`src/rtl/mapper_pkg.sv`:
```
// Shared constants for the PRG bank / single-screen mapper.
// Assumes an 8-bit CPU data bus, a 16-bit CPU address and a 14-bit PPU address.
package mapper_pkg;
    localparam int CPU_AW      = 16;
    localparam int PPU_AW      = 14;
    localparam int DATA_W      = 8;
    localparam int PRG_OFS_W   = 15;   // 32 KB window offset
    localparam int CHR_AW      = 13;   // 8 KB pattern space
    localparam int NT_OFS_W    = 10;   // 1 KB page
    localparam int NT_AW       = NT_OFS_W + 1;
    localparam int PAGE_BIT    = 4;    // data bit holding the page select

    // Region of the PPU address space a cycle falls in
    typedef enum logic [1:0] {
        REG_CHR  = 2'd0,
        REG_NT   = 2'd1,
        REG_NONE = 2'd2
    } ppu_region_e;
endpackage

```
`src/rtl/mapper_ctrl_reg.sv`:
```
// Control register: holds the PRG bank and the nametable page.
// Assumes wr_en is already decoded to the register's address window.
// Data bits other than [BANK_W-1:0] and PAGE_BIT are dropped.
module mapper_ctrl_reg
    import mapper_pkg::*;
#(
    parameter int BANK_W = 3
) (
    input  logic              clk,
    input  logic              rst_n,
    input  logic              wr_en,
    input  logic [DATA_W-1:0] wdata,
    output logic [BANK_W-1:0] bank,
    output logic              page
);
    // Capture bank and page on a decoded write, clear on reset
    always_ff @(posedge clk) begin
        if (!rst_n) begin
            bank <= '0;
            page <= 1'b0;
        end else if (wr_en) begin
            bank <= wdata[BANK_W-1:0];
            page <= wdata[PAGE_BIT];
        end
    end
endmodule

```
`src/rtl/prg_addr_map.sv`:
```
// Builds the program ROM address from the bank and the 32 KB CPU offset.
// Assumes the ROM occupies CPU 0x8000-0xFFFF (address bit 15 set).
module prg_addr_map
    import mapper_pkg::*;
#(
    parameter int BANK_W = 3,
    localparam int PRG_AW = BANK_W + PRG_OFS_W
) (
    input  logic              cpu_rd,
    input  logic [CPU_AW-1:0] cpu_addr,
    input  logic [BANK_W-1:0] bank,
    output logic [PRG_AW-1:0] prg_addr,
    output logic              prg_rd
);
    // Bank on top, window offset below; read enable limited to the ROM window
    always_comb begin
        prg_addr = {bank, cpu_addr[PRG_OFS_W-1:0]};
        prg_rd   = cpu_rd & cpu_addr[CPU_AW-1];
    end
endmodule

```
`src/rtl/ppu_space_decode.sv`:
```
// Splits PPU cycles into pattern (CHR) and nametable accesses.
// Pattern space passes through unbanked; every nametable window folds onto
// the selected 1 KB page. Addresses at 0x3000 and above enable nothing.
module ppu_space_decode
    import mapper_pkg::*;
(
    input  logic              ppu_rd,
    input  logic              ppu_wr,
    input  logic [PPU_AW-1:0] ppu_addr,
    input  logic              page,
    output logic [CHR_AW-1:0] chr_addr,
    output logic              chr_rd,
    output logic              chr_wr,
    output logic [NT_AW-1:0]  nt_addr,
    output logic              nt_rd,
    output logic              nt_wr
);
    ppu_region_e region;

    // Classify the address by its top two bits
    always_comb begin
        unique case (ppu_addr[PPU_AW-1:PPU_AW-2])
            2'b00, 2'b01: region = REG_CHR;
            2'b10:        region = REG_NT;
            default:      region = REG_NONE;
        endcase
    end

    // Drive addresses and strobes for the selected memory
    always_comb begin
        chr_addr = ppu_addr[CHR_AW-1:0];
        nt_addr  = {page, ppu_addr[NT_OFS_W-1:0]};
        chr_rd   = ppu_rd & (region == REG_CHR);
        chr_wr   = ppu_wr & (region == REG_CHR);
        nt_rd    = ppu_rd & (region == REG_NT);
        nt_wr    = ppu_wr & (region == REG_NT);
    end
endmodule

```
`src/rtl/prg_screen_mapper.sv`:
```
// Top of the PRG bank / single-screen mapper.
// A CPU write in 0x8000-0xFFFF loads bank and page; outputs are combinational
// from the bus inputs and the registered selections.
module prg_screen_mapper
    import mapper_pkg::*;
#(
    parameter int BANK_W = 3,
    localparam int PRG_AW = BANK_W + PRG_OFS_W
) (
    input  logic              clk,
    input  logic              rst_n,
    input  logic [CPU_AW-1:0] cpu_addr,
    input  logic [DATA_W-1:0] cpu_wdata,
    input  logic              cpu_rd,
    input  logic              cpu_wr,
    input  logic [PPU_AW-1:0] ppu_addr,
    input  logic              ppu_rd,
    input  logic              ppu_wr,
    output logic [PRG_AW-1:0] prg_addr,
    output logic              prg_rd,
    output logic [CHR_AW-1:0] chr_addr,
    output logic              chr_rd,
    output logic              chr_wr,
    output logic [NT_AW-1:0]  nt_addr,
    output logic              nt_rd,
    output logic              nt_wr
);
    logic              reg_wr;
    logic [BANK_W-1:0] bank;
    logic              page;

    // Register write decode: any write into the upper CPU half
    always_comb reg_wr = cpu_wr & cpu_addr[CPU_AW-1];

    mapper_ctrl_reg #(.BANK_W(BANK_W)) i_ctrl (
        .clk   (clk),
        .rst_n (rst_n),
        .wr_en (reg_wr),
        .wdata (cpu_wdata),
        .bank  (bank),
        .page  (page)
    );

    prg_addr_map #(.BANK_W(BANK_W)) i_prg (
        .cpu_rd   (cpu_rd),
        .cpu_addr (cpu_addr),
        .bank     (bank),
        .prg_addr (prg_addr),
        .prg_rd   (prg_rd)
    );

    ppu_space_decode i_ppu (
        .ppu_rd   (ppu_rd),
        .ppu_wr   (ppu_wr),
        .ppu_addr (ppu_addr),
        .page     (page),
        .chr_addr (chr_addr),
        .chr_rd   (chr_rd),
        .chr_wr   (chr_wr),
        .nt_addr  (nt_addr),
        .nt_rd    (nt_rd),
        .nt_wr    (nt_wr)
    );
endmodule

```
`config.mk`:
```
export PLATFORM = sky130hd
export DESIGN_NAME = prg_screen_mapper
export DESIGN_NICKNAME = d
export VERILOG_FILES = /design/src/rtl/mapper_pkg.sv /design/src/rtl/mapper_ctrl_reg.sv /design/src/rtl/prg_addr_map.sv /design/src/rtl/ppu_space_decode.sv /design/src/rtl/prg_screen_mapper.sv
export SDC_FILE = /design/constraint.sdc
export NUM_CORES = 1
export LEC_CHECK = 0
export BUFFER_PORTS_ARGS = -buffer_cell sky130_fd_sc_hd__buf_4
export CAP_MARGIN = 20
export CORE_ASPECT_RATIO = 0.9
export CORE_MARGIN = 5
export CORE_UTILIZATION = 28
export DETAILED_ROUTE_END_ITERATION = 10
export PLACE_DENSITY = 0.84
export SYNTH_ARGS = -nofsm -noshare
export SYNTH_HDL_FRONTEND = slang
export SYNTH_HIERARCHICAL = 1
export SYNTH_SLANG_ARGS = --single-unit
```
`constraint.sdc`:
```
create_clock -name clk -period 1.26 [get_ports clk]
set_input_delay 0.252 -clock clk [delete_from_list [all_inputs] [get_ports clk]]
set_output_delay 0.252 -clock clk [all_outputs]
set_load 0.02 [all_outputs]
```
==> results.md, run 1 <==
- Yosys reg bits: 4
- Synth warn: 6
- Comb pwr share: 0.248
- Yosys cell types: 7
- Syn Std Cell Area: 514 sq um
- Data required, critical path: 1.01 ns
- GR Util met1: 0.0420
- Cts hold-fix bufs: 0
- Row count: 14
- Status: completed
- Sw power: 0.0973 mW
- Diode count: 0
- Antenna viol nets, final: 0
- Register area share after synthesis: 0.156
- DIE WIDTH: 55.2 um
- Overall Power: 0.393 mW
- Share of post-route cells with drive strength above 1: 0.581
- Reg power frac: 0.348
- Min cycle time layout: 0.955 ns
- 1st-pass router iterations: 2
- Via count: 247
- Critical path data arrival time: 0.70 ns
- Setup bufs post-CTS: 0
- DRT Wirelength: 845 um
- Initial antenna violation count: 0
- Residual DRC count: 0
- Nets: 89
- Clk slew on worst S/H paths: 0.04 ns
- Switching share of power: 0.248
- Die ar.: 2790 sq um
- Crit-path slowest cell: dfxtp_1
- Total gr overflow: 0
- Avg WL per Cell: 12.6 um
- Final Cycle Share: 0.758
- Core ar.: 1720 sq um
- Fin. Hold Viols: 0
- Clk pwr share: 0.403
- Largest net degree at the start of global routing: 5
- Post-CTS Resized: 0
- Mapped Cells: 61
- Clk sinks: 4
- RSZ-0062 raised after global routing: no
- First-pass GRT wire length: 1150 um
- Crit start category: register
- Max Clk Rate: 1.05 GHz
- Crit. End Element: output port
- Vias per cell: 3.69
- Worst Path Max Fanout: 2
- Area grow syn2layout: -21.2%
- Clock Tree Root: clkbuf_4
- M2 GR Usage: 0.0945
- Routability cong.: 0.645
- TritonCTS clock tree: built
- P_int: 0.296 mW
- Inserted Clock Buffers: 3
- Worst skew pair latency: 0.23 ns
- Worst hold margin: 0.261 ns
- IO Pins: 91
- Power density over the cells: 969 nW/um^2
- Die H: 50.7 um
- Crit path cell chain: buf_4
- Worst path top cell family by delay: flip-flops
- Hold crit path type: input port to register
- Initial Util: 0.300
- CTS H-Tree Depth: 1
- VDD IR max: 0.283 mV
- Port Buffers: 22
- Clk buf depth: 2
- Met3 Use GR: 0.0533
- Bufs and invs on worst path: 1
- Skew final: 0 ns
- Worst Max-Slew Pin Slew: 0.253 ns
- Net Count, Synth: 105
- Slew HR: 0.832
- Finish-stage setup viols: 0
- GR Util All Layers: 0.0602
- Number of global-route vias before repair: 285
- Leakage: 0.200 nW
- Max-slew violation count: 0
- Synthesized area per cell: 8.43 sq um
- GR peak layer: met2
- Worst path max stage delay: 0.33 ns
- DRT iter0 DRCs: 1
- Worst Path Class, Setup: register to output port
- Max-Cap Viols: 0
- Setup_tns: 0 ns
-- placed cells by master, fill, tap and decap left out --
cell / synthesis / final
and2_1: 2 / 2
and3b_1: 2 / 2
buf_4: 42 / 22
clkbuf_4: 0 / 3
dfxtp_1: 4 / 4
mux2i_1: 4 / 4
nor2b_1: 6 / 6
-- final timing paths --
check                 startpoint        endpoint  slack (ns)  cells past startpoint
setup / recovery  i_ctrl/bank[2]    prg_addr[17]        0.31                      1
hold / removal             rst_n  i_ctrl/bank[1]        0.26                      2
setup reg to reg  i_ctrl/bank[2]  i_ctrl/bank[2]        0.64                      2
hold reg to reg   i_ctrl/bank[1]  i_ctrl/bank[1]        0.53                      2
-- cells by family (layout without fill, tap and decap cells) --
family	count (synthesis)	after routing	share of synthesized area
muxes	4	4	0.0779
DFF	4	4	0.156
buffers and inverters	43	25	0.635
and+or+nand+nor	10	10	0.131
-- layer usage --
metal	part of all wire	up-vias	wire (um)
met2	0.51	24	432
met3	0.22	0	182
met5	0	-	0
li1	-	111	-
met1	0.27	112	230
met4	0	0	0
-- metrics by stage --
step	setup slack [ns]	cell area, sq um	util	cells
floorplan	0.429	514	-	61
global placement	0.292	383	0.223	64
detailed placement	0.252	383	0.223	64
CTS	0.285	405	0.236	67
global route	0.265	405	0.236	67
finish	0.305	405	0.236	67
-- sequential cells by signal (all words and copies together), names as in the netlist --
register     count
i_ctrl/bank      3
i_ctrl/page      1
-- final cells by class --
| cell class | count | area (sq um) |
|---|---|---|
| clock buffer | 3 | 22.5 |
| tap | 24 | 30.0 |
| sequential | 4 | 80.1 |
| timing repair buffer | 22 | 165 |
| fill | 206 | 1310 |
| multi-input combinational | 14 | 108 |
-- power by group through the flow --
stage	sequential [mW]	combinational [mW]	clock, mW
6_report	0.137	0.0976	0.159
5_1_grt	0.137	0.105	0.172
4_1_cts	0.137	0.0990	0.169
3_5_place_dp	0.139	0.0989	0
3_3_place_gp	0.139	0.0964	0
2_1_floorplan	0.138	0.227	0
-- cells in the mapped netlist, drive strengths merged --
cell type / instances / share of area
and2: 2 / 0.024
and3b: 2 / 0.034
buf: 43 / 0.64
dfxtp: 4 / 0.16
mux2i: 4 / 0.078
nor2b: 6 / 0.073
(Power assumes the default switching activity.)
==> run 2, diff against run 1 <==
--- a/config.mk
+++ b/config.mk
@@ -9,9 +9,9 @@
 export CAP_MARGIN = 20
 export CORE_ASPECT_RATIO = 0.9
 export CORE_MARGIN = 5
-export CORE_UTILIZATION = 28
+export CORE_UTILIZATION = 24
 export DETAILED_ROUTE_END_ITERATION = 10
-export PLACE_DENSITY = 0.84
+export PLACE_DENSITY = 0.76
 export SYNTH_ARGS = -nofsm -noshare
 export SYNTH_HDL_FRONTEND = slang
 export SYNTH_HIERARCHICAL = 1
==> constraint.sdc (replaced) <==
create_clock -name clk -period 0.8 [get_ports clk]
set_input_delay 0.16 -clock clk [delete_from_list [all_inputs] [get_ports clk]]
set_output_delay 0.16 -clock clk [all_outputs]
set_load 0.02 [all_outputs]
==> run 2 against run 1 <==
  * The run now ends with negative setup slack left
  * Flip-flop and latch count is the same
  * Clock skew did not move
  * Clock power grew 61%
  * Core utilization is 2.0 points lower
  * Global-route usage down 0.24 points
  * Final cell count is 1.5% higher
  * Clock-buffer cell count unchanged
  * Setup slack got worse by 0.35 ns
  * Non-clock buffer count is the same
  * Via count increased by 4.9%
  * Largest cell class unchanged
  * Largest power group unchanged
==> results.md, run 2 (synthesized netlist as in run 1, its figures left out) <==
- DRT Wirelength: 801 um (-5.2%)
- Max Clk Rate: 1.19 GHz
- Data required, critical path: 0.64 ns (-0.37 ns)
- Fin. Hold Viols: 0 (unchanged)
- Post-route cell area: 427 sq um (+5.2%)
- Top Registers: i_ctrl/bank (3), i_ctrl/page (1)
- Initial Util: 0.261 (-0.0386)
- Core ar.: 1970 sq um (+15%)
- IO Pins: 91 (unchanged)
- Worst hold margin: 0.163 ns (-0.0985 ns)
- Total gr overflow: 0 (unchanged)
- Port Buffers: 22 (unchanged)
- Min cycle time layout: 0.844 ns
- Diode count: 0 (unchanged)
- Clk sinks: 4 (unchanged)
- Row count: 15 (+1)
- Max-slew violation count: 0 (unchanged)
- CTS H-Tree Depth: 1 (unchanged)
- Worst Path Class, Setup: register to output port
- DIE WIDTH: 58.8 um (+6.6%)
- Share of post-route cells with drive strength above 1: 0.674 (+0.0930)
- VDD IR max: 0.642 mV (+130%)
- Via count: 259 (+4.9%)
- Area grow syn2layout: -17.0%
- Nets: 89 (unchanged)
- Status: complete, but fails checks
- Cts hold-fix bufs: 0 (unchanged)
- Max reg flops: 3 (unchanged)
- Crit path cell chain: buf_6
- Failing checks: negative setup slack
- Clock Tree Root: clkbuf_4
- Die ar.: 3170 sq um (+13%)
- Clk buf depth: 2 (unchanged)
- Dpl ws: -0.0874 ns (-0.339 ns)
- Setup_tns: -0.150 ns (-0.150 ns)
- Largest net degree at the start of global routing: 5 (unchanged)
- Residual DRC count: 0 (unchanged)
- Post-route setup slack: -0.0437 ns (-0.349 ns)
- RSZ-0062 raised after global routing: yes
- Crit. End Element: output port
- Skew final: 0 ns (unchanged)
- Worst Max-Slew Pin Slew: 0.244 ns (-0.00859 ns)
- Final Cycle Share: 1.05
- Number of global-route vias before repair: 313 (+9.8%)
- First-pass GRT wire length: 1340 um (+17%)
- Clk slew on worst S/H paths: 0.04 ns (about the same)
- Worst path max stage delay: 0.33 ns (about the same)
- TritonCTS clock tree: built
- Crit-path slowest cell: dfxtp_2
- Power density over the cells: 1490 nW/um^2 (+53%)
- Hold crit path type: input port to register
- Slew HR: 0.837 (+0.00573)
- Cell Area, Placed: 384 sq um (+0.33%)
- DP Wirelength: 617 um
- Worst skew pair latency: 0.23 ns (about the same)
- GR Util All Layers: 0.0578 (-0.00240)
- Worst path top cell family by delay: flip-flops
- Inserted Clock Buffers: 3 (unchanged)
- DRT iter0 DRCs: 1 (unchanged)
- Finish-stage setup viols: 4 (+4)
- Bufs and invs on worst path: 1 (unchanged)
- Largest Register: i_ctrl/bank
- Leakage: 0.205 nW (+2.4%)
- Routability cong.: 0.647 (+0.37%)
- 1st-pass router iterations: 2 (unchanged)
- Antenna viol nets, final: 0 (unchanged)
- Most frequent cells in the layout: buf_4, nor2b_1, mux2i_1, dfxtp_2, buf_6
- Max-Cap Viols: 0 (unchanged)
- Initial antenna violation count: 0 (unchanged)
- Critical path data arrival time: 0.68 ns (-0.02 ns)
- Core Util, Final: 0.217 (-0.0196)
- Worst Path Max Fanout: 2 (unchanged)
- Vias per cell: 3.81 (+3.3%)
- Die H: 53.9 um (+6.4%)
- Most common cell after layout, fill and taps aside: buf_4
- Crit start category: register
- Avg WL per Cell: 11.8 um (-6.6%)
-- run 2: cell types whose count changed in the layout (fill, tap and decap cells not counted) --
| cell | delta |
|---|---|
| dfxtp_1 | -4 |
| dfxtp_2 | +4 |
| buf_6 | +4 |
| buf_4 | -4 |
-- run 2: path summary, 6_finish.rpt --
| kind | slack, ns | cells after the start | from | end |
|---|---|---|---|---|
| worst max register to register | 0.18 | 2 | i_ctrl/bank[1] | i_ctrl/bank[1] |
| worst min-delay path | 0.16 | 2 | rst_n | i_ctrl/page |
| worst max-delay path | -0.04 | 1 | i_ctrl/bank[0] | prg_addr[15] |
| worst min register to register | 0.52 | 2 | i_ctrl/bank[2] | i_ctrl/bank[2] |
-- run 2: area by class of cell --
type,instances,area [sq um]
fill,224,1540
tap,25,31.3
sequential,4,85.1
timing repair buffer,22,180
clock buffer,3,22.5
multi-input combinational,14,108
-- run 2: report_power, final --
group	total, mW	switching [mW]	leakage, nW	internal (mW)
Combinational	0.159	0.0654	0.157	0.0934
Clock	0.256	0.0882	0.0138	0.168
Sequential	0.219	0.00718	0.0344	0.212
-- run 2: per-stage QoR --
stage | instances | power [mW]
detailed placement | 65 | 0.373
global placement | 65 | 0.369
finish | 68 | 0.635
CTS | 68 | 0.642
floorplan | 61 | 0.575
global route | 68 | 0.667
-- run 2: routing by layer --
layer,up-vias,track usage,part of all wire
met3,8,0.0456,0.27
met2,30,0.0882,0.46
met1,110,0.0310,0.24
met4,0,0.0981,0.026
met5,-,0,0
li1,111,-,-
-- run 2: what timing repair did --
action                                  CTS  global route
endpoints found under the setup margin    4             4
gates resized for setup                   8             0
buffers inserted                          0             0
==> run 3, diff against run 2 <==
--- a/config.mk
+++ b/config.mk
@@ -12,6 +12,7 @@
 export CORE_UTILIZATION = 24
 export DETAILED_ROUTE_END_ITERATION = 10
 export PLACE_DENSITY = 0.76
+export SLEW_MARGIN = 15
 export SYNTH_ARGS = -nofsm -noshare
 export SYNTH_HDL_FRONTEND = slang
 export SYNTH_HIERARCHICAL = 1
==> constraint.sdc (replaced) <==
create_clock -name clk -period 0.8 [get_ports clk]
set_input_delay 0.04 -clock clk [delete_from_list [all_inputs] [get_ports clk]]
set_output_delay 0.04 -clock clk [all_outputs]
set_load 0.02 [all_outputs]
==> run 3 against run 2 <==
  * The flow now finishes without violations
  * Sequential share of layout area shrank 0.25 points
  * Total power shrank 3.1%
  * Final area shrank 4.7%
  * Setup slack gained 0.097 ns
  * Wire length shrank 7.6%
  * Clock power shrank 3%
  * Die area is the same
  * Non-clock buffer count is the same
  * Clock-buffer cell count is the same
  * Core utilization shrank 1.0 points
  * Largest power group unchanged
==> results.md, run 3 (synthesized netlist as in run 1, its figures left out) <==
- CTS H-Tree Depth: 1 (unchanged)
- Bufs and invs on worst path: 1 (unchanged)
- Worst skew pair latency: 0.23 ns (about the same)
- Core Util, Final: 0.206 (-0.0102)
- Data required, critical path: 0.76 ns (+0.12 ns)
- Max-slew violation count: 0 (unchanged)
- Die ar.: 3170 sq um (unchanged)
- Finish-stage setup viols: 0 (-4)
- Worst path top cell family by delay: flip-flops
- Overall Power: 0.615 mW (-3.1%)
- Inserted Clock Buffers: 3 (unchanged)
- DRT iter0 DRCs: 1 (unchanged)
- Critical path data arrival time: 0.71 ns (+0.03 ns)
- Skew final: 0 ns (unchanged)
- GR Util All Layers: 0.0532 (-0.00455)
- Clk sinks: 4 (unchanged)
- Diode count: 0 (unchanged)
- Core ar.: 1970 sq um (unchanged)
- Initial Util: 0.261 (unchanged)
- DRT Wirelength: 740 um (-7.6%)
- Crit-path slowest cell: dfxtp_1
- Worst Path Class, Setup: register to output port
- Area of the multi-input gates: 108 sq um (unchanged)
- Area grow syn2layout: -20.9%
- Largest net degree at the start of global routing: 5 (unchanged)
- Cts hold-fix bufs: 0 (unchanged)
- Reg-to-Reg Start: i_ctrl/bank[1]
- Setup_tns: 0 ns (+0.150 ns)
- Vias per cell: 3.81 (unchanged)
- Min cycle time layout: 0.747 ns (-0.0968 ns)
- DIE WIDTH: 58.8 um (unchanged)
- Power density over the cells: 1510 nW/um^2 (+1.7%)
- Post-Place Cells: 65 (unchanged)
- Max Clk Rate: 1.34 GHz (+13%)
- Worst Hold End: i_ctrl/page
- Nets: 89 (unchanged)
- IO Pins: 91 (unchanged)
- FILL cells: 226 (+0.89%)
- TritonCTS clock tree: built
- Fin. Hold Viols: 0 (unchanged)
- DP Wirelength: 617 um (unchanged)
- Hold_sp: rst_n
- Total gr overflow: 0 (unchanged)
- Via count: 259 (unchanged)
- Cell depth of the worst hold path: 2 (unchanged)
- Avg WL per Cell: 10.9 um (-7.6%)
- Clk buf depth: 2 (unchanged)
- Crit start category: register
- RR Endpoint: i_ctrl/bank[1]
- Final Cycle Share: 0.934 (-0.121)
- Post-CTS Resized: 0 (-8)
- Register area: 80.1 sq um (-5.9%)
- Post-Layout Cell Count: 68 (unchanged)
- Row count: 15 (unchanged)
- Most common cell after layout, fill and taps aside: buf_4
- Crit path cell chain: buf_4
- Hold crit path type: input port to register
- Leakage: 0.200 nW (-2.4%)
- Max reg flops: 3 (unchanged)
- RSZ-0062 raised after global routing: no
- Worst Path Max Fanout: 2 (unchanged)
- Clk slew on worst S/H paths: 0.04 ns (about the same)
- Port Buffers: 22 (unchanged)
- Most frequent cells in the layout: buf_4, nor2b_1, mux2i_1, dfxtp_1, clkbuf_4
- Clock Tree Root: clkbuf_4
- Residual DRC count: 0 (unchanged)
- Largest Register: i_ctrl/bank
- Crit. End Element: output port
- Max-Cap Viols: 0 (unchanged)
- Die H: 53.9 um (unchanged)
- Initial antenna violation count: 0 (unchanged)
- Setup bufs post-CTS: 0 (unchanged)
- Top Registers: i_ctrl/bank (3), i_ctrl/page (1)
- Routability cong.: 0.647 (unchanged)
- Share of post-route cells with drive strength above 1: 0.581 (-0.0930)
- Reg2reg setup slack: 0.21 ns (+0.03 ns)
- Status: completed
- Worst path max stage delay: 0.33 ns (about the same)
- Worst Max-Slew Pin Slew: 0.237 ns (-0.00670 ns)
- Reg2reg path depth: 2 (unchanged)
- Antenna viol nets, final: 0 (unchanged)
- Slew HR: 0.842 (+0.00447)
- Number of global-route vias before repair: 311 (-0.64%)
- 1st-pass router iterations: 2 (unchanged)
- VDD IR max: 0.684 mV (+6.6%)
- First-pass GRT wire length: 1260 um (-6.2%)
-- run 3: cell type report --
cell class | instances | share of cell area
multi-input combinational | 14 | 0.265
tap | 25 | 0.0769
sequential | 4 | 0.197
timing repair buffer | 22 | 0.406
clock buffer | 3 | 0.0554
-- run 3: how the worst max path moves through the flow --
stage                 startpoint              to  slack, ns  depth (start not counted)
global route         i_ctrl/page     nt_addr[10]       0.02                          1
floorplan                 cpu_wr  i_ctrl/bank[0]       0.20                          4
global placement    cpu_addr[15]  i_ctrl/bank[0]       0.04                          4
detailed placement  cpu_addr[15]  i_ctrl/bank[1]       0.03                          4
finish               i_ctrl/page     nt_addr[10]       0.05                          1
CTS                  i_ctrl/page     nt_addr[10]       0.03                          1
-- run 3: metal layers --
layer	up-vias	track usage	share of wire
li1	111	-	-
met1	110	0.0324	0.28
met2	30	0.0717	0.42
met3	8	0.0432	0.27
met4	0	0.0981	0.028
met5	-	0	0
-- run 3: where the power goes --
| part | internal [mW] | switching (mW) | leakage (nW) |
|---|---|---|---|
| logic | 0.0875 | 0.0643 | 0.154 |
| registers | 0.210 | 0.00497 | 0.0327 |
| clock network | 0.168 | 0.0803 | 0.0138 |
| total | 0.466 | 0.150 | 0.200 |
-- run 3: per-stage QoR --
stage	hold WS, ns	instance area, sq um	worst slack [ns]
2_1_floorplan	0.158	514	0.202
3_3_place_gp	0.0801	384	0.0362
3_5_place_dp	0.0801	384	0.0326
4_1_cts	0.0392	407	0.0350
5_1_grt	0.0550	407	0.0198
6_report	0.0428	407	0.0530
